## src/rtl/i2c_tgt_pkg.sv

```systemverilog
// Shared types for the serial register target.
// Assumes bytes are eight bits wide, as the bus protocol fixes.
package i2c_tgt_pkg;
    localparam int BYTE_W = 8;
    localparam logic [4:0] TEN_BIT_TAG = 5'b11110;

    typedef enum logic [2:0] {
        ST_IDLE,   // no transfer seen
        ST_ADDR1,  // taking in first address byte
        ST_ADDR2,  // taking in low byte of a 10-bit address
        ST_ACK,    // pulling SDA for an acknowledge slot
        ST_WR,     // taking in a data byte
        ST_RD,     // sending a data byte
        ST_RACK,   // reading the controller acknowledge
        ST_WAIT    // not selected, ignore until start or stop
    } tgt_state_e;
endpackage

```

## src/rtl/i2c_line_sync.sv

```systemverilog
// Brings SCL and SDA into the clock domain and marks bus events.
// Assumes lines idle high; start and stop are SDA edges while SCL stays high.
module i2c_line_sync #(
    parameter int SYNC_STAGES = 2
) (
    input  logic clk,
    input  logic rst_n,
    input  logic scl_i,
    input  logic sda_i,
    output logic scl_s,
    output logic sda_s,
    output logic scl_rise,
    output logic scl_fall,
    output logic start_det,
    output logic stop_det
);
    localparam int LAST = SYNC_STAGES - 1;

    logic [LAST:0] scl_ff, sda_ff;
    logic          scl_q, sda_q;

    // synchronizer chains, reset to the released level
    always_ff @(posedge clk) begin
        if (!rst_n) begin
            scl_ff <= '1;
            sda_ff <= '1;
        end else begin
            scl_ff <= {scl_ff[LAST-1:0], scl_i};
            sda_ff <= {sda_ff[LAST-1:0], sda_i};
        end
    end

    assign scl_s = scl_ff[LAST];
    assign sda_s = sda_ff[LAST];

    // one-cycle history for edge detection
    always_ff @(posedge clk) begin
        if (!rst_n) begin
            scl_q <= 1'b1;
            sda_q <= 1'b1;
        end else begin
            scl_q <= scl_s;
            sda_q <= sda_s;
        end
    end

    // event decode
    always_comb begin
        scl_rise  = scl_s & ~scl_q;
        scl_fall  = ~scl_s & scl_q;
        start_det = scl_s & scl_q & sda_q & ~sda_s;
        stop_det  = scl_s & scl_q & ~sda_q & sda_s;
    end
endmodule

```

## src/rtl/i2c_reg_bank.sv

```systemverilog
// Register bank with a wrapping pointer.
// Assumes at most one of load, write and step is active per cycle.
module i2c_reg_bank #(
    parameter int DEPTH = 16,
    parameter int DW    = 8,
    localparam int PW   = $clog2(DEPTH)
) (
    input  logic          clk,
    input  logic          rst_n,
    input  logic          ptr_load,
    input  logic [PW-1:0] ptr_val,
    input  logic          wr_en,
    input  logic [DW-1:0] wr_data,
    input  logic          ptr_step,
    output logic [DW-1:0] rd_data
);
    logic [DW-1:0] mem [DEPTH];
    logic [PW-1:0] ptr;
    logic [PW-1:0] ptr_next;

    // pointer plus one with wrap at the last entry
    always_comb begin
        ptr_next = (ptr == PW'(DEPTH - 1)) ? '0 : ptr + 1'b1;
    end

    // pointer register: load, or advance after a byte
    always_ff @(posedge clk) begin
        if (!rst_n)                 ptr <= '0;
        else if (ptr_load)          ptr <= ptr_val;
        else if (wr_en || ptr_step) ptr <= ptr_next;
    end

    // storage array, cleared by reset
    always_ff @(posedge clk) begin
        for (int i = 0; i < DEPTH; i++) begin
            if (!rst_n)                        mem[i] <= '0;
            else if (wr_en && ptr == PW'(i))   mem[i] <= wr_data;
        end
    end

    assign rd_data = mem[ptr];
endmodule

```

## src/rtl/i2c_tgt_fsm.sv

```systemverilog
// Protocol engine: address match, byte transfer, acknowledge, clock stretch.
// Assumes the controller changes SDA only while SCL is low, except for start and stop.
module i2c_tgt_fsm
    import i2c_tgt_pkg::*;
#(
    parameter logic [6:0] ADDR7          = 7'h42,
    parameter logic [9:0] ADDR10         = 10'h2A5,
    parameter int         STRETCH_CYCLES = 12,
    parameter int         PW             = 4,
    localparam int        SW = (STRETCH_CYCLES < 1) ? 1 : $clog2(STRETCH_CYCLES + 1)
) (
    input  logic              clk,
    input  logic              rst_n,
    input  logic              sda_s,
    input  logic              scl_rise,
    input  logic              scl_fall,
    input  logic              start_det,
    input  logic              stop_det,
    input  logic [BYTE_W-1:0] rd_data,
    output logic              ptr_load,
    output logic [PW-1:0]     ptr_val,
    output logic              wr_en,
    output logic [BYTE_W-1:0] wr_data,
    output logic              ptr_step,
    output logic              sda_pull,
    output logic              scl_pull,
    output logic              idle
);
    tgt_state_e        state, nxt;
    logic [3:0]        cnt;
    logic [BYTE_W-1:0] sh, txs;
    logic              ten_sel, ptr_first, ack_seen;
    logic [SW-1:0]     stretch;

    // main protocol sequencer
    always_ff @(posedge clk) begin
        if (!rst_n) begin
            state     <= ST_IDLE;
            nxt       <= ST_IDLE;
            cnt       <= '0;
            sh        <= '0;
            txs       <= '0;
            sda_pull  <= 1'b0;
            ten_sel   <= 1'b0;
            ptr_first <= 1'b0;
            ack_seen  <= 1'b0;
            stretch   <= '0;
            ptr_load  <= 1'b0;
            wr_en     <= 1'b0;
            ptr_step  <= 1'b0;
        end else begin
            ptr_load <= 1'b0;
            wr_en    <= 1'b0;
            ptr_step <= 1'b0;
            if (stretch != '0) stretch <= stretch - 1'b1;
            if (stop_det) begin
                state    <= ST_IDLE;
                sda_pull <= 1'b0;
                ten_sel  <= 1'b0;
                stretch  <= '0;
            end else if (start_det) begin
                state    <= ST_ADDR1;
                cnt      <= '0;
                sda_pull <= 1'b0;
                stretch  <= '0;
            end else begin
                case (state)
                    ST_ADDR1, ST_ADDR2, ST_WR: begin
                        if (scl_rise) begin
                            sh  <= {sh[BYTE_W-2:0], sda_s};
                            cnt <= cnt + 1'b1;
                        end else if (scl_fall && cnt == 4'd8) begin
                            if (state == ST_ADDR1) begin
                                if (sh[7:1] == ADDR7) begin
                                    state     <= ST_ACK;
                                    sda_pull  <= 1'b1;
                                    nxt       <= sh[0] ? ST_RD : ST_WR;
                                    ptr_first <= ~sh[0];
                                    ten_sel   <= 1'b0;
                                end else if (sh[7:3] == TEN_BIT_TAG && sh[2:1] == ADDR10[9:8]) begin
                                    if (!sh[0]) begin
                                        state    <= ST_ACK;
                                        sda_pull <= 1'b1;
                                        nxt      <= ST_ADDR2;
                                        ten_sel  <= 1'b0;
                                    end else if (ten_sel) begin
                                        state    <= ST_ACK;
                                        sda_pull <= 1'b1;
                                        nxt      <= ST_RD;
                                    end else begin
                                        state <= ST_WAIT;
                                    end
                                end else begin
                                    state   <= ST_WAIT;
                                    ten_sel <= 1'b0;
                                end
                            end else if (state == ST_ADDR2) begin
                                if (sh == ADDR10[7:0]) begin
                                    state     <= ST_ACK;
                                    sda_pull  <= 1'b1;
                                    nxt       <= ST_WR;
                                    ptr_first <= 1'b1;
                                    ten_sel   <= 1'b1;
                                end else begin
                                    state   <= ST_WAIT;
                                    ten_sel <= 1'b0;
                                end
                            end else begin
                                state    <= ST_ACK;
                                sda_pull <= 1'b1;
                                nxt      <= ST_WR;
                                if (ptr_first) begin
                                    ptr_load  <= 1'b1;
                                    ptr_first <= 1'b0;
                                end else begin
                                    wr_en <= 1'b1;
                                end
                            end
                        end
                    end
                    ST_ACK: begin
                        if (scl_fall) begin
                            state    <= nxt;
                            cnt      <= '0;
                            txs      <= rd_data;
                            sda_pull <= (nxt == ST_RD) ? ~rd_data[7] : 1'b0;
                            stretch  <= SW'(STRETCH_CYCLES);
                        end
                    end
                    ST_RD: begin
                        if (scl_rise) begin
                            cnt <= cnt + 1'b1;
                        end else if (scl_fall) begin
                            if (cnt == 4'd8) begin
                                state    <= ST_RACK;
                                sda_pull <= 1'b0;
                                ptr_step <= 1'b1;
                            end else begin
                                txs      <= txs << 1;
                                sda_pull <= ~txs[6];
                            end
                        end
                    end
                    ST_RACK: begin
                        if (scl_rise) begin
                            ack_seen <= ~sda_s;
                        end else if (scl_fall) begin
                            if (ack_seen) begin
                                state    <= ST_RD;
                                cnt      <= '0;
                                txs      <= rd_data;
                                sda_pull <= ~rd_data[7];
                                stretch  <= SW'(STRETCH_CYCLES);
                            end else begin
                                state <= ST_WAIT;
                            end
                        end
                    end
                    default: ;
                endcase
            end
        end
    end

    // register bank side and line drive outputs
    always_comb begin
        ptr_val  = sh[PW-1:0];
        wr_data  = sh;
        scl_pull = (stretch != '0);
        idle     = (state == ST_IDLE);
    end
endmodule

```

## src/rtl/i2c_ptr_target.sv

```systemverilog
// Top of the serial register target: line synchronizer, protocol engine, register bank.
// Assumes the pull outputs drive open-drain pads; the inputs read the wired-AND level.
module i2c_ptr_target #(
    parameter logic [6:0] ADDR7          = 7'h42,
    parameter logic [9:0] ADDR10         = 10'h2A5,
    parameter int         REG_DEPTH      = 16,
    parameter int         STRETCH_CYCLES = 12,
    parameter int         SYNC_STAGES    = 2
) (
    input  logic clk,
    input  logic rst_n,
    input  logic scl_i,
    input  logic sda_i,
    output logic scl_pull_o,
    output logic sda_pull_o
);
    localparam int PW = $clog2(REG_DEPTH);
    localparam int DW = i2c_tgt_pkg::BYTE_W;

    logic          scl_sync, sda_sync, scl_rise, scl_fall, start_seen, stop_seen;
    logic          ptr_load, wr_en, ptr_step, fsm_idle;
    logic [PW-1:0] ptr_val;
    logic [DW-1:0] wr_data, rd_data;

    i2c_line_sync #(.SYNC_STAGES(SYNC_STAGES)) u_sync (
        .clk(clk), .rst_n(rst_n), .scl_i(scl_i), .sda_i(sda_i),
        .scl_s(scl_sync), .sda_s(sda_sync), .scl_rise(scl_rise), .scl_fall(scl_fall),
        .start_det(start_seen), .stop_det(stop_seen)
    );

    i2c_tgt_fsm #(
        .ADDR7(ADDR7), .ADDR10(ADDR10), .STRETCH_CYCLES(STRETCH_CYCLES), .PW(PW)
    ) u_fsm (
        .clk(clk), .rst_n(rst_n), .sda_s(sda_sync), .scl_rise(scl_rise), .scl_fall(scl_fall),
        .start_det(start_seen), .stop_det(stop_seen), .rd_data(rd_data),
        .ptr_load(ptr_load), .ptr_val(ptr_val), .wr_en(wr_en), .wr_data(wr_data),
        .ptr_step(ptr_step), .sda_pull(sda_pull_o), .scl_pull(scl_pull_o), .idle(fsm_idle)
    );

    i2c_reg_bank #(.DEPTH(REG_DEPTH), .DW(DW)) u_bank (
        .clk(clk), .rst_n(rst_n), .ptr_load(ptr_load), .ptr_val(ptr_val),
        .wr_en(wr_en), .wr_data(wr_data), .ptr_step(ptr_step), .rd_data(rd_data)
    );
endmodule

```

## config.mk

```make
export PLATFORM = sky130hd
export DESIGN_NAME = i2c_ptr_target
export DESIGN_NICKNAME = d
export VERILOG_FILES = /design/src/rtl/i2c_tgt_pkg.sv /design/src/rtl/i2c_line_sync.sv /design/src/rtl/i2c_reg_bank.sv /design/src/rtl/i2c_tgt_fsm.sv /design/src/rtl/i2c_ptr_target.sv
export SDC_FILE = /design/constraint.sdc
export NUM_CORES = 1
export LEC_CHECK = 0
export ABC_CLOCK_PERIOD_IN_PS = 4370
export BUFFER_PORTS_ARGS = -buffer_cell sky130_fd_sc_hd__buf_2
export CAP_MARGIN = 5
export CORE_AREA = 3 3 97 191
export DETAILED_ROUTE_END_ITERATION = 8
export DIE_AREA = 0 0 100 194
export GPL_TIMING_DRIVEN = 1
export SLEW_MARGIN = 20
export SYNTH_ARGS = -nofsm -noshare
export SYNTH_HDL_FRONTEND = slang
export SYNTH_HIERARCHICAL = 1
export SYNTH_SLANG_ARGS = --single-unit
```

## constraint.sdc

```tcl
create_clock -name clk -period 4.37 [get_ports clk]
set_input_delay 0.2185 -clock clk [delete_from_list [all_inputs] [get_ports clk]]
set_output_delay 0.2185 -clock clk [all_outputs]
set_load 0.1 [all_outputs]
```

==> metrics.cfg, run 1 <==
[worst_hold_path]
holdCritPathClass=in -> reg

[global_route]
grt_pass1_wl_mm=32.7
grt_pass1_vias=5551
antenna_found_initial=0
grt_usage_pct=22.7
grt_max_degree=38
grt-ovfl-total=0

[worst_setup_path]
crit_type=reg -> reg
crit_family=compound AO/OA/AOI/OAI gates
cpPeakStageDelay_ns=0.80
end_kind=flop
cp.buffers_inverters=0
cp.required_ns=4.69
path_cells=nor2b_1 > nand2_1 > a311oi_2 > nand3_1 > o211a_1
rrSetupSlack_ns=1.69
crit_fanout=14
cp_slowest_cell=a311oi_2
cp.arrival_ns=3.00
cp-start-kind=flop

[power_and_ir_drop]
leakage_nw=3.41
powerDensity_nw_per_um2=382
vdd_drop_max_v=0.000223

[clock_network]
cts_root_buf=clkbuf_16
clk_path_buf_depth=2
cts_sinks=178
cts_buffers=17
insertion_delay_ns=0.42
cts_tree=done
cts_resized=0
htreeDepth=4
clkTransAtPathRegs_ns=0.07

[die]
start_util_pct=49.3
fp-row-count=68
core-area_um2=17300
pin_count=6
die_w_um=100
die-area_um2=19400
die_h_um=194

[detailed_routing]
wirelength_mm=21.1
vias=5359
drt_first_pass_iters=7
drtIter0Drc=323
drcViolationCount=0
ant_nets=0
wire_per_inst_um=23.3
via_per_inst=5.92

[sta]
worstMarginPinSlew_ns=0.993
slew_violations=0
setup_viol=0
fmax_mhz=372
hold_slack_ns=0.300
finalWorstSetupSlack_ns=1.69
min_period_ns=2.68
skew_ns=0.00721
hold_viol=0
setup_tns_ns=0
slew_headroom_pct=33.7
fin_crit_sh_pct=61.4
rsz0062_at_grt=false

[job]
maxCapViolCount=0

[yosys]
ys.flop_type=edfxtp_1
ys_types=67
synth_seq_cells=178
synthesis.nets=689
synth.avg_cell_area_um2=12.6
synthCells=678
synth.cell_area_um2=8520
synthArstFlopShare_pct=0
synth_edf_count=128
ys_seq_area_share_pct=56.8
yosys_warnings=6

[cells_and_area]
area_delta_synth_final_pct=8.71
nFillCells=1496
drive_above_1_share_pct=12.4
finalInstanceArea_um2=9270
final_cell_mix=132 x and2_1, 128 x edfxtp_1, 49 x dfxtp_1
final_common_cell=and2_1
antenna_cells=0
nets=693

[place]
dp_hpwl_mm=15.2
io_buffers=5
dp_slack_ns=1.70
placed_area_um2=8700
place.gp.congestion=0.934

[outcome]
status=finished, final reports clean

## through the flow
step                util, %  total power, W  cells
finish                 53.6         0.00354    905
global route           53.6         0.00365    905
CTS                    53.6         0.00357    905
detailed placement     50.4         0.00217    871
global placement       50.4         0.00216    871
floorplan                 -         0.00210    678
## worst paths after layout
check                                      start               end  cells after the start
worst max-delay path              u_fsm/state[0]      u_fsm/txs[4]                      5
worst min-delay path                       rst_n              flop                      3
worst max register to register    u_fsm/state[0]      u_fsm/txs[4]                      5
worst min register to register  u_sync/sda_ff[0]  u_sync/sda_ff[1]                      1
## power breakdown
part	internal (W)	switching (W)	total (W)
Combinational	0.0000784	0.000166	0.000244
Sequential	0.00186	0.0000248	0.00188
Clock	0.000788	0.000622	0.00141
## synth_stat cells, types with 8 or more instances
master    count  share of area (%)
inv_1        15               0.66
o21ai_0      32                1.9
a22oi_1      17                1.5
nand2b_1     14                1.0
a31oi_1       8               0.59
nand2_1      35                1.5
and2_1      132                9.7
nor2_1       35                1.5
clkbuf_1     17               0.75
mux4_2       18                4.8
nor2b_1      13               0.95
mux4_1       14                4.3
edfxtp_1    128                 45
mux2i_1       8               0.94
o211a_1       8               0.94
dfxtp_1      50                 12
nand3_1      26                1.5
## tightest hold or removal path, stage by stage
cell	delay [ns]
buf_2	0.23
o21ai_0	0.13
a31oi_1	0.07
## what timing repair did
| item | in CTS | in global routing |
|---|---|---|
| hold endpoints to repair | 2 | 0 |
| hold buffers | 2 | 0 |
| setup buffers | 0 | 0 |
## per-layer routing
| metal | track usage, % | share of wire, % |
|---|---|---|
| met1 | 23.0 | 35 |
| met2 | 42.6 | 57 |
| met3 | 3.10 | 2.6 |
| met4 | 13.8 | 5.9 |
| met5 | 0 | 0 |
## registers in the layout, summed over array words and instances (netlist names), 2 cells and up, named ones only
name	cells
u_bank/mem	128
u_bank/ptr	4
u_fsm/cnt	4
u_fsm/nxt	3
u_fsm/state	3
u_fsm/stretch	4
u_fsm/txs	7
u_fsm/wr_data	8
u_sync/scl_ff	2
u_sync/sda_ff	2
## cell type report
type,count,area (µm²),share of cell area (%)
repair buffers,26,188,2.03
clock inverters,9,53.8,0.581
inverters,15,56.3,0.608
multi-input cells,444,3370,36.4
flip-flops and latches,178,4850,52.3
clock buffers,23,489,5.28
well taps,210,263,2.84
## cell families (layout without fill, tap and decap cells)
kind of cell,Yosys count,in the layout,synth area share [%]
and+or+nand+nor,290,290,19.5
muxes,42,42,10.3
buffers and inverters,56,73,3.63
xor gates and xnor gates,4,4,0.411
adders and majority gates,7,7,1.03
DFF,178,178,56.8
AOI/OAI and AO/OA,101,101,8.24
Note: power is estimated with default switching activity, not from simulation.
==> inputs of run 2 (changes only) <==
--- a/config.mk
+++ b/config.mk
@@ -5,7 +5,7 @@
 export SDC_FILE = /design/constraint.sdc
 export NUM_CORES = 1
 export LEC_CHECK = 0
-export ABC_CLOCK_PERIOD_IN_PS = 4370
+export ABC_CLOCK_PERIOD_IN_PS = 2750
 export BUFFER_PORTS_ARGS = -buffer_cell sky130_fd_sc_hd__buf_2
 export CAP_MARGIN = 5
 export CORE_AREA = 3 3 97 191
==> constraint.sdc (replaced) <==
create_clock -name clk -period 2.75 [get_ports clk]
set_input_delay 0.1375 -clock clk [delete_from_list [all_inputs] [get_ports clk]]
set_output_delay 0.1375 -clock clk [all_outputs]
set_load 0.1 [all_outputs]
==> run 2 against run 1 <==
Effect of this change:
- sequential share of layout area shrank 0.88 points
- clock power grew 60%
- combinational power grew 66%
- clock skew up 0.0026 ns
- global-route usage up 0.80 points
- utilization rose by 0.92 points
- via count up 2.8%
- critical path type unchanged
- largest power group unchanged
==> metrics.cfg, run 2 (synthesis results as in run 1) <==
[detailed_routing]
drt_first_pass_iters=5  ; -2
drcViolationCount=0  ; unchanged
drtIter0Drc=308  ; -4.6%
vias=5509  ; +2.8%
via_per_inst=5.96  ; +0.69%
wirelength_mm=21.6  ; +2.5%
wire_per_inst_um=23.4  ; +0.37%
ant_nets=0  ; unchanged

[place]
placed_area_um2=8860  ; +1.8%
io_buffers=5  ; unchanged
place.gp.congestion=1.02  ; +9.2%
dp_hpwl_mm=15.8  ; +4.0%

[power_and_ir_drop]
p_total_w=0.00565  ; +60%
vdd_drop_max_v=0.000390  ; +75%
leakage_nw=3.51  ; +2.9%
powerDensity_nw_per_um2=599  ; +57%

[sta]
setup_tns_ns=0  ; unchanged
fmax_mhz=414  ; +11%
fin_crit_sh_pct=87.8  ; +26 points
worstMarginPinSlew_ns=0.673  ; -0.320 ns
rsz0062_at_grt=false
setup_viol=0  ; unchanged
slew_headroom_pct=55.0  ; +21 points
skew_ns=0.00979  ; +0.00259 ns
slew_violations=0  ; unchanged
hold_viol=0  ; unchanged
min_period_ns=2.41  ; -0.271 ns

[worst_setup_path]
worstRegToRegCells=6  ; +1
end_kind=flop
setup.worst_path.end=u_fsm/sda_pull
crit_type=reg -> reg
crit_fanout=16  ; +2
rrSetupSlack_ns=0.34  ; -1.35 ns
cp.required_ns=3.08  ; -1.61 ns
rr_startpoint=u_fsm/state[1]
cp-start-kind=flop
timing.rr.end=u_fsm/sda_pull
crit_start=u_fsm/state[1]
cp.arrival_ns=2.74  ; -0.26 ns

[cells_and_area]
nFillCells=1448  ; -3.2%
final_cell_mix=132 x and2_1, 128 x edfxtp_1, 49 x dfxtp_1
largest_reg_flops=128  ; unchanged
nets=712  ; +2.7%
final_common_cell=and2_1
largest_register=u_bank/mem
finalInstanceArea_um2=9420  ; +1.7%
area_delta_synth_final_pct=10.6
antenna_cells=0  ; unchanged
drive_above_1_share_pct=14.7  ; +2.3 points

[die]
die_w_um=100  ; unchanged
core-area_um2=17300  ; unchanged
pin_count=6  ; unchanged
die-area_um2=19400  ; unchanged
die_h_um=194  ; unchanged
fp-row-count=68  ; unchanged
start_util_pct=49.3  ; unchanged

[clock_network]
cts_root_buf=clkbuf_16
insertion_delay_ns=0.42  ; about the same
cts_sinks=178  ; unchanged
htreeDepth=4  ; unchanged
cts_resized=0  ; unchanged
cts_setup_buffers=0  ; unchanged
clk_path_buf_depth=2  ; unchanged
clkTransAtPathRegs_ns=0.07  ; about the same
cts_hold_buf=2  ; unchanged
cts_tree=done
cts_buffers=17  ; unchanged

[global_route]
grt_pass1_wl_mm=33.6  ; +2.9%
grt_max_degree=30  ; -21%
grt_usage_pct=23.5  ; +0.80 points
grt_pass1_vias=5864  ; +5.6%
grt-ovfl-total=0  ; unchanged
antenna_found_initial=0  ; unchanged

[worst_hold_path]
holdCritPathClass=in -> reg

[outcome]
status=finished, final reports clean

[job]
maxCapViolCount=0  ; unchanged

[run 2: where the power goes]
part | switching (W) | internal (W) | total, W
Sequential | 0.0000369 | 0.00295 | 0.00299
Clock | 0.00101 | 0.00124 | 0.00225
Combinational | 0.000272 | 0.000133 | 0.000405
Total | 0.00132 | 0.00432 | 0.00565
[run 2: per-stage QoR]
step	worst slack (ns)	hold WS (ns)	instances	utilization (%)
after floorplan	0.697	0.211	678	-
after global placement	0.522	0.323	890	51.3
after detailed placement	0.494	0.324	890	51.3
after CTS	0.475	0.236	924	54.6
after global routing	0.151	0.261	924	54.6
final	0.336	0.261	924	54.6
[run 2: routing by layer]
metal | share of wire, % | wire length [µm] | up-vias | global-route usage (%)
li1 | - | - | 2543 | -
met1 | 34 | 7400 | 2766 | 23.1
met2 | 57 | 12200 | 141 | 44.0
met3 | 2.6 | 560 | 59 | 3.49
met4 | 6.5 | 1400 | 0 | 15.3
met5 | 0 | 0 | - | 0
[run 2: worst min path at each step]
stage | start | endpoint | depth (start not counted)
floorplan | rst_n | u_sync/scl_ff[0] | 1
global placement | sda_i | u_sync/sda_ff[0] | 2
detailed placement | scl_i | u_sync/scl_ff[0] | 2
CTS | rst_n | u_sync/scl_ff[1] | 3
global route | rst_n | u_sync/sda_ff[1] | 3
finish | rst_n | u_sync/scl_ff[1] | 3
[run 2: critical path, cell delays in order, from the launching register on]
cell	delay, ns
dfxtp_1	0.73
xor2_1	0.30
o2bb2ai_1	0.21
o2bb2ai_1	0.16
a221oi_1	0.48
a31oi_1	0.16
a311oi_1	0.27
[run 2: final cells by class]
class	instances	area (µm²)	area share [%]
sequential	178	4850	51.4
multi-input combinational	444	3370	35.8
clock buffer	21	472	5.01
timing repair buffer	45	343	3.64
tap	210	263	2.79
clock inverter	11	75.1	0.797
inverter	15	56.3	0.597
==> inputs of run 3 (changes only) <==
--- a/config.mk
+++ b/config.mk
@@ -6,11 +6,11 @@
 export NUM_CORES = 1
 export LEC_CHECK = 0
 export ABC_CLOCK_PERIOD_IN_PS = 2750
-export BUFFER_PORTS_ARGS = -buffer_cell sky130_fd_sc_hd__buf_2
 export CAP_MARGIN = 5
 export CORE_AREA = 3 3 97 191
 export DETAILED_ROUTE_END_ITERATION = 8
 export DIE_AREA = 0 0 100 194
+export DONT_BUFFER_PORTS = 1
 export GPL_TIMING_DRIVEN = 1
 export SLEW_MARGIN = 20
 export SYNTH_ARGS = -nofsm -noshare
==> run 3 against run 2 <==
Effect of this change:
- total power is 3.7% higher
- setup slack better by 0.22 ns
- utilization is 0.45 points higher
- wire length is 0.47% higher
- cell area is 0.82% higher
- global-route usage is 0.22 points lower
- combinational power is 4% lower
- critical endpoint is now u_fsm/nxt[2]
- largest power group unchanged
- highest routed layer unchanged
==> metrics.cfg, run 3 (synthesis results as in run 1) <==
[outcome]
status=finished, final reports clean

[detailed_routing]
drcViolationCount=0  ; unchanged
via_per_inst=5.95  ; -0.19%
drtIter0Drc=336  ; +9.1%
vias=5475  ; -0.62%
wire_per_inst_um=23.6  ; +0.90%
wirelength_mm=21.7  ; +0.47%
ant_nets=0  ; unchanged
drt_first_pass_iters=5  ; unchanged

[clock_network]
cts_resized=0  ; unchanged
insertion_delay_ns=0.43  ; about the same
cts_root_buf=clkbuf_16
cts_buffers=17  ; unchanged
cts_sinks=178  ; unchanged
clkTransAtPathRegs_ns=0.07  ; about the same
htreeDepth=4  ; unchanged
cts_tree=done
clk_path_buf_depth=2  ; unchanged

[sta]
setup_tns_ns=0  ; unchanged
hold_slack_ns=0.0857  ; -0.175 ns
slew_violations=0  ; unchanged
fmax_mhz=456  ; +10%
setup_viol=0  ; unchanged
min_period_ns=2.19  ; -0.223 ns
fin_crit_sh_pct=79.7  ; -8.1 points
slew_headroom_pct=56.6  ; +1.6 points
rsz0062_at_grt=false
skew_ns=0.00979  ; -0.000000160 ns
hold_viol=0  ; unchanged
worstMarginPinSlew_ns=0.649  ; -0.0242 ns

[cells_and_area]
nets=708  ; -0.56%
multi_input_area_um2=3370  ; unchanged
finalInstanceArea_um2=9500  ; +0.82%
final_common_cell=and2_1
drive_above_1_share_pct=14.5  ; -0.20 points
final_cell_mix=132 x and2_1, 128 x edfxtp_1, 49 x dfxtp_1
antenna_cells=0  ; unchanged
area_delta_synth_final_pct=11.5
largest_register=u_bank/mem
largest_reg_flops=128  ; unchanged
final_util_pct=55.0  ; +0.45 points
nFillCells=1470  ; +1.5%
area.sequential_um2=4850  ; unchanged

[worst_setup_path]
cp.required_ns=3.08  ; about the same
crit_fanout=12  ; -4
end_kind=flop
crit_type=reg -> reg
cp.arrival_ns=2.52  ; -0.22 ns
cp-start-kind=flop

[die]
die-area_um2=19400  ; unchanged
die_h_um=194  ; unchanged
fp-row-count=68  ; unchanged
pin_count=6  ; unchanged
core-area_um2=17300  ; unchanged
start_util_pct=49.3  ; unchanged
die_w_um=100  ; unchanged

[job]
maxCapViolCount=0  ; unchanged

[place]
place.gp.congestion=0.969  ; -5.0%
io_buffers=0  ; -5
placed_area_um2=8840  ; -0.23%
dp_hpwl_mm=15.5  ; -2.1%

[power_and_ir_drop]
leakage_nw=3.54  ; +0.82%
p_int_w=0.00449  ; +3.9%
p_clk_share_pct=42.3  ; +2.4 points
power_frac_comb_pct=6.6  ; -0.6 points
p_sw_share_pct=23.2  ; -0.18 points
vdd_drop_max_v=0.000373  ; -4.4%
p_seq_share_pct=51.1  ; -1.8 points
p_switching_w=0.00136  ; +2.8%
powerDensity_nw_per_um2=616  ; +2.8%

[global_route]
grt_usage_pct=23.3  ; -0.22 points
grt-ovfl-total=0  ; unchanged
grt_max_degree=39  ; +30%
grt_pass1_wl_mm=32.9  ; -2.0%
antenna_found_initial=0  ; unchanged
grt_pass1_vias=5701  ; -2.8%

[worst_hold_path]
holdCritPathClass=in -> reg

run 3: cell count changes in the layout (fill, tap and decap cells not counted), sizes merged:
cell         change
clkbuf           +1
inv              +3
clkinv           -3
clkinvlp         -1
buf              -5
dlygate4sd3      +1
run 3: cell type report:
type	instances	share of cell area (%)
clock buffer	22	5.68
clock inverter	10	0.790
inverter	15	0.593
multi-input combinational	444	35.5
sequential	178	51.0
tap	210	2.77
timing repair buffer	41	3.71
run 3: power by group through the flow:
stage / clock network (W) / registers, W / logic, W
2_1_floorplan: 0 / 0.00303 / 0.000301
3_3_place_gp: 0 / 0.00304 / 0.000367
3_5_place_dp: 0 / 0.00305 / 0.000371
4_1_cts: 0.00252 / 0.00299 / 0.000388
5_1_grt: 0.00261 / 0.00300 / 0.000410
6_report: 0.00248 / 0.00299 / 0.000387
run 3: layer usage:
layer | track usage [%] | part of all wire [%] | vias up
met5 | 0 | 0 | -
met1 | 21.9 | 33 | 2722
li1 | - | - | 2532
met3 | 3.60 | 2.3 | 72
met4 | 16.5 | 7.4 | 0
met2 | 44.0 | 57 | 149
run 3: path summary, 6_finish.rpt:
check,start,endpoint,slack (ns),cells past startpoint
worst max-delay path,u_fsm/wr_data[6],u_fsm/nxt[2],0.56,6
worst min-delay path,rst_n,u_fsm/stretch[3],0.09,2
worst max register to register,u_fsm/wr_data[6],u_fsm/nxt[2],0.56,6
worst min register to register,u_sync/sda_ff[0],u_sync/sda_ff[1],0.41,1
run 3: critical path, cell delays in order, from the launching register on:
cell	delay, ns
dfxtp_1	0.65
and2_1	0.22
o2111ai_1	0.11
a32oi_1	0.49
and3_2	0.34
nand3_1	0.11
o211a_1	0.15
run 3: stage by stage:
step	cells	setup WS (ns)	power, W
6_report	920	0.559	0.00585
5_1_grt	920	0.421	0.00601
4_1_cts	920	0.600	0.00590
3_5_place_dp	884	0.607	0.00342
3_3_place_gp	884	0.634	0.00341
2_1_floorplan	678	0.697	0.00333
run 3: what timing repair did:
item                      CTS  global route
buffers inserted            0             0
hold buffers                4             0
hold endpoints to repair   42             0
